<file path="config.mk">
export PLATFORM = sky130hd
export DESIGN_NAME = bmu_top
export DESIGN_NICKNAME = d
export VERILOG_FILES = /design/src/rtl/bmu_pkg.sv /design/src/rtl/bmu_decode.sv /design/src/rtl/bmu_arith.sv /design/src/rtl/bmu_combine.sv /design/src/rtl/bmu_top.sv
export SDC_FILE = /design/constraint.sdc
export NUM_CORES = 1
export LEC_CHECK = 0
export BUFFER_PORTS_ARGS = -buffer_cell sky130_fd_sc_hd__buf_2
export CORE_MARGIN = 10
export CORE_UTILIZATION = 26
export DETAILED_ROUTE_END_ITERATION = 10
export GPL_TIMING_DRIVEN = 0
export HOLD_SLACK_MARGIN = 0.06
export PLACE_DENSITY_LB_ADDON = 0.3
export SLEW_MARGIN = 20
export SYNTH_ARGS = -nofsm -noshare
export SYNTH_HDL_FRONTEND = slang
export SYNTH_SLANG_ARGS = --single-unit
</file>
<file path="constraint.sdc">
create_clock -name clk_i -period 0.8 [get_ports clk_i]
set_input_delay 0.16 -clock clk_i [delete_from_list [all_inputs] [get_ports clk_i]]
set_output_delay 0.16 -clock clk_i [all_outputs]
set_load 0.01 [all_outputs]
</file>
<file path="src/rtl/bmu_pkg.sv">
package bmu_pkg;
  typedef enum logic [1:0] {
    OP_OR  = 2'b00,
    OP_AND = 2'b01,
    OP_XOR = 2'b10,
    OP_RSV = 2'b11
  } bmu_op_e;

  typedef enum logic [1:0] {
    AR_INC  = 2'b00,
    AR_DEC  = 2'b01,
    AR_NINC = 2'b10,
    AR_NEG  = 2'b11
  } bmu_arith_e;

  // bit layout matches mode_i: [4] inv, [3:2] arith, [1:0] op
  typedef struct packed {
    logic       inv_a;
    bmu_arith_e arith;
    bmu_op_e    op;
  } bmu_mode_t;
endpackage

</file>
<file path="src/rtl/bmu_decode.sv">
module bmu_decode
  import bmu_pkg::*;
(
  input  logic [4:0] mode_i,
  output bmu_mode_t  dec_o,
  output logic       illegal_o
);
  always_comb begin
    dec_o     = bmu_mode_t'(mode_i);
    illegal_o = (dec_o.op == OP_RSV);
  end
endmodule

</file>
<file path="src/rtl/bmu_arith.sv">
module bmu_arith
  import bmu_pkg::*;
#(
  parameter int unsigned W = 64
) (
  input  logic [W-1:0] src_i,
  input  bmu_arith_e   sel_i,
  output logic [W-1:0] arith_o
);
  localparam logic [W-1:0] ONE = W'(1);

  logic [W-1:0] inc, dec, neg;

  always_comb begin
    inc = src_i + ONE;
    dec = src_i - ONE;
    neg = (~src_i) + ONE;
    unique case (sel_i)
      AR_INC:  arith_o = inc;
      AR_DEC:  arith_o = dec;
      AR_NINC: arith_o = ~inc;
      default: arith_o = neg;
    endcase
  end
endmodule

</file>
<file path="src/rtl/bmu_combine.sv">
module bmu_combine
  import bmu_pkg::*;
#(
  parameter int unsigned W = 64
) (
  input  logic [W-1:0] src_i,
  input  logic [W-1:0] arith_i,
  input  logic         inv_a_i,
  input  bmu_op_e      op_i,
  input  logic [W-1:0] mask_i,
  input  logic         keep_i,
  output logic [W-1:0] res_o
);
  logic [W-1:0] opa, joined;

  always_comb begin
    opa = inv_a_i ? ~src_i : src_i;
    unique case (op_i)
      OP_OR:   joined = opa | arith_i;
      OP_AND:  joined = opa & arith_i;
      OP_XOR:  joined = opa ^ arith_i;
      default: joined = '0;
    endcase
  end

  // per-lane select between joined value and pass/zero
  for (genvar i = 0; i < W; i++) begin : g_lane
    assign res_o[i] = mask_i[i] ? joined[i] : (keep_i & src_i[i]);
  end
endmodule

</file>
<file path="src/rtl/bmu_top.sv">
module bmu_top
  import bmu_pkg::*;
#(
  parameter int unsigned W = 64
) (
  input  logic         clk_i,
  input  logic         rst_ni,
  input  logic         valid_i,
  input  logic [W-1:0] src_i,
  input  logic [W-1:0] mask_i,
  input  logic         mask_zero_i,
  input  logic [4:0]   mode_i,
  input  logic         keep_i,
  output logic         valid_o,
  output logic [W-1:0] result_o,
  output logic         illegal_o
);
  bmu_mode_t    dec;
  logic         ill;
  logic [W-1:0] arith, mask_eff, comb_res, res_d;

  bmu_decode u_dec (
    .mode_i    (mode_i),
    .dec_o     (dec),
    .illegal_o (ill)
  );

  bmu_arith #(.W(W)) u_arith (
    .src_i   (src_i),
    .sel_i   (dec.arith),
    .arith_o (arith)
  );

  assign mask_eff = mask_zero_i ? '1 : mask_i;

  bmu_combine #(.W(W)) u_comb (
    .src_i   (src_i),
    .arith_i (arith),
    .inv_a_i (dec.inv_a),
    .op_i    (dec.op),
    .mask_i  (mask_eff),
    .keep_i  (keep_i),
    .res_o   (comb_res)
  );

  assign res_d = ill ? '0 : comb_res;

  always_ff @(posedge clk_i or negedge rst_ni) begin
    if (!rst_ni) begin
      valid_o   <= 1'b0;
      result_o  <= '0;
      illegal_o <= 1'b0;
    end else begin
      valid_o <= valid_i;
      if (valid_i) begin
        result_o  <= res_d;
        illegal_o <= ill;
      end
    end
  end
endmodule

</file>
==> results.cfg <==
[drt]
vias_per_cell = 5.266
drt-pass1-iter-count = 5
wirelength_um = 48900
drt-wirelength-per-cell_um = 21.59
drc = 0
ant_nets = 0
dr.first_iter.drc_count = 764
vias = 11930

[placement]
gp_congestion = 0.9421
dp_slack_ns = -2.871
postPlaceCellArea_um2 = 12900
hpwl_um = 37080
portBuffers = 153

[timing]
rsz0062_at_grt = true
tightest_slew_ns = 1.006
period_minus_slack_ns = 2.738
hold_viol_final = 31
min_period_over_period_pct = 342.2
fin_ws_ns = -1.938
slew-limit-headroom_pct = 32.95
slew_viol_final = 0
setup_viol = 131
fmax_ghz = 0.3653
holdWs_ns = -0.2699
finClkSkew_ns = 0

[cts]
numCtsBuffers = 9
clkLatencyLatePin_ns = 0.37
cts_tree = yes
hold_buffers = 1
cts_root_buffer = clkbuf_16
clk_pin_slew_ns = 0.06
h-tree-depth = 3
cts.sinks = 66
clockBufferDepth = 2

[status]
status = finished, violations left
violations = negative hold slack, negative setup slack

[pwr]
power.switching_w = 0.006788
swShare_pct = 40.12
power_w = 0.01692
pwr-share-clk_pct = 24.6
seq_power_share_pct = 23.9
p_int_w = 0.01013
p_leak_nw = 6.954
p_comb_share_pct = 51.5
power_density_nw_per_um2 = 1041
peakVddDrop_uv = 805.6

[critical_path]
worst_ep_required_time_ns = 1.08
worstPathArrival_ns = 3.01
reg2regPathDepth = 4
crit_fanout = 4
rr_startpoint = result_o[37]$_DFFE_PN0P_
cp-start-kind = primary input
worstSetupPathType = primary input to flip-flop
worstReg2RegEnd = result_o[37]$_DFFE_PN0P_
r2r_setup_slack_ns = -0.10
crit_path_end_kind = flip-flop

[hold_path]
hold_path_class = primary input to asynchronous set/reset pin

[die]
io_pins = 204
die_x_um = 225.7
fp.coreArea_um2 = 41850
die-area_um2 = 50940
dieHeight_um = 225.7
start_util_pct = 26.29
rows = 75

[grt]
grt_use_total_pct = 18.50
grt_antenna_before_repair = 15
grt_pass1_wl_um = 72510
grt_pass1_vias = 11880
gr-total-overflow = 0
grt_max_degree = 36

[synthesis]
synth_edf_count = 0
synth.distinct_cells = 60
synth_top_area_cell = dfrtp_1
ys_seq_area_share_pct = 15.01
synthCells = 1429
yosysWarnings = 0
synth.avg_cell_area_um2 = 7.699
ys.flop_type = dfrtp_1
synthesis.nets = 1697
async_flop_share_pct = 100.0
synth_top_area_share_pct = 15.01
ys_ff_latch = 66
synth_area_um2 = 11000
synthTopCellsByArea = dfrtp_1 (15%), ha_1 (15%), xor2_1 (13%), xnor2_1 (6.5%), inv_1 (5.8%)

[layout]
drive_gt1_share_pct = 38.49
fin_area_um2 = 16260
nNetsFinal = 1984
nFillCells = 4231
syn2layout_area_growth_pct = 47.79

[run]
maxCapViolations = 0
## layout by cell type (no fill, tap or decap), types with 26 or more instances in the layout
cell type / count
a211oi_1: 43
a21oi_1: 29
a21oi_2: 38
buf_2: 114
buf_4: 88
buf_6: 87
clkbuf_1: 48
clkbuf_2: 28
dfrtp_1: 66
ha_1: 98
ha_2: 26
inv_1: 170
nand2_1: 89
nand4_1: 32
nor2_1: 70
o221a_2: 43
o32ai_2: 33
xnor2_1: 75
xor2_1: 156
## registers in the layout, summed over array words and instances (netlist names)
| register | cells |
|---|---|
| illegal_o | 1 |
| valid_o | 1 |
| result_o | 64 |
## cell usage after synthesis (10+ instances only)
cell type	instances
o22ai_1	29
nand3_1	21
nand4_1	32
dfrtp_1	66
xor2_1	162
or2_2	10
nor2_1	86
xnor2_1	82
clkbuf_1	96
o221a_2	43
nor3_1	16
a211o_1	21
a211oi_1	43
buf_1	20
or3_1	15
or4_1	13
inv_1	171
nor2b_1	24
nor4_1	18
nand2_1	97
a21oi_1	70
a31oi_1	24
buf_2	15
o32ai_1	46
ha_1	130
## layout make-up
class / instances / area, µm² / area share, %
inverters: 171 / 654.4 / 4.025
repair buffers: 276 / 2220 / 13.65
plain buffers: 135 / 923.4 / 5.679
flip-flops and latches: 66 / 1652 / 10.16
diodes: 6 / 15.01 / 0.09234
multi-input cells: 1057 / 9831 / 60.46
clock inverters: 2 / 10.01 / 0.06156
clock buffers: 13 / 280.3 / 1.724
well taps: 539 / 674.4 / 4.148
## worst max-delay path: stages
cell and delay, ns:
buf_12 0.10, or4_4 0.56, nor4_4 0.31, buf_6 0.18, nand4_4 0.14, buf_12 0.19, o32a_4 0.36, xor2_1 0.15
ha_1 0.29, a21oi_1 0.06, o221a_2 0.28, o32ai_2 0.24
## through the flow
step | TNS, ns | instances | utilization [%] | hold WS [ns]
after detailed placement | -152.43 | 2122 | 30.83 | 0.1566
final | -121.63 | 2265 | 38.85 | -0.2699
after global routing | -130.22 | 2261 | 38.83 | -0.2223
after CTS | -120.54 | 2228 | 36.89 | -0.2494
after global placement | -212.57 | 2121 | 30.77 | 0.3280
after floorplan | -112.75 | 1429 | - | -0.1356
## power groups by stage
stage	registers (W)	clock network [W]	logic (W)
after floorplan	0.00425	0	0.00451
final	0.00405	0.00416	0.00871
after global placement	0.00402	0	0.00685
after global routing	0.00410	0.00438	0.00958
after detailed placement	0.00404	0	0.00701
after CTS	0.00404	0.00428	0.00814
## per-layer routing
layer	track usage [%]	part of all wire [%]
met1	23.35	44
met2	29.36	46
met5	0	0.25
met3	5.409	7.3
met4	6.449	2.8
## repair_timing
item / in CTS / in global routing
endpoints found under the setup margin: 131 / 131
endpoints found under the hold margin: 32 / 31
resized for setup: 313 / 156
gates cloned: 2 / 0
pin swaps: 122 / 88
setup buffers: 88 / 38
## worst max-delay path by stage
| stage | from | end | slack [ns] |
|---|---|---|---|
| CTS | src_i[16] | result_o[43]$_DFFE_PN0P_ | -1.90 |
| floorplan | src_i[12] | result_o[35]$_DFFE_PN0P_ | -2.14 |
| global placement | src_i[24] | result_o[34]$_DFFE_PN0P_ | -2.85 |
| global route | src_i[16] | result_o[43]$_DFFE_PN0P_ | -2.03 |
| finish | src_i[16] | result_o[43]$_DFFE_PN0P_ | -1.94 |
| detailed placement | src_i[24] | result_o[34]$_DFFE_PN0P_ | -2.87 |
## logic make-up after synthesis
| logic type | Yosys count | share of synthesized area [%] |
|---|---|---|
| buf+inv | 306 | 10.85 |
| xor+xnor | 244 | 19.42 |
| compound gates | 316 | 22.64 |
| fa+ha+maj | 130 | 14.78 |
| flops | 66 | 15.01 |
| simple gates | 367 | 17.29 |
No activity file was read; power rests on OpenSTA's default activity.
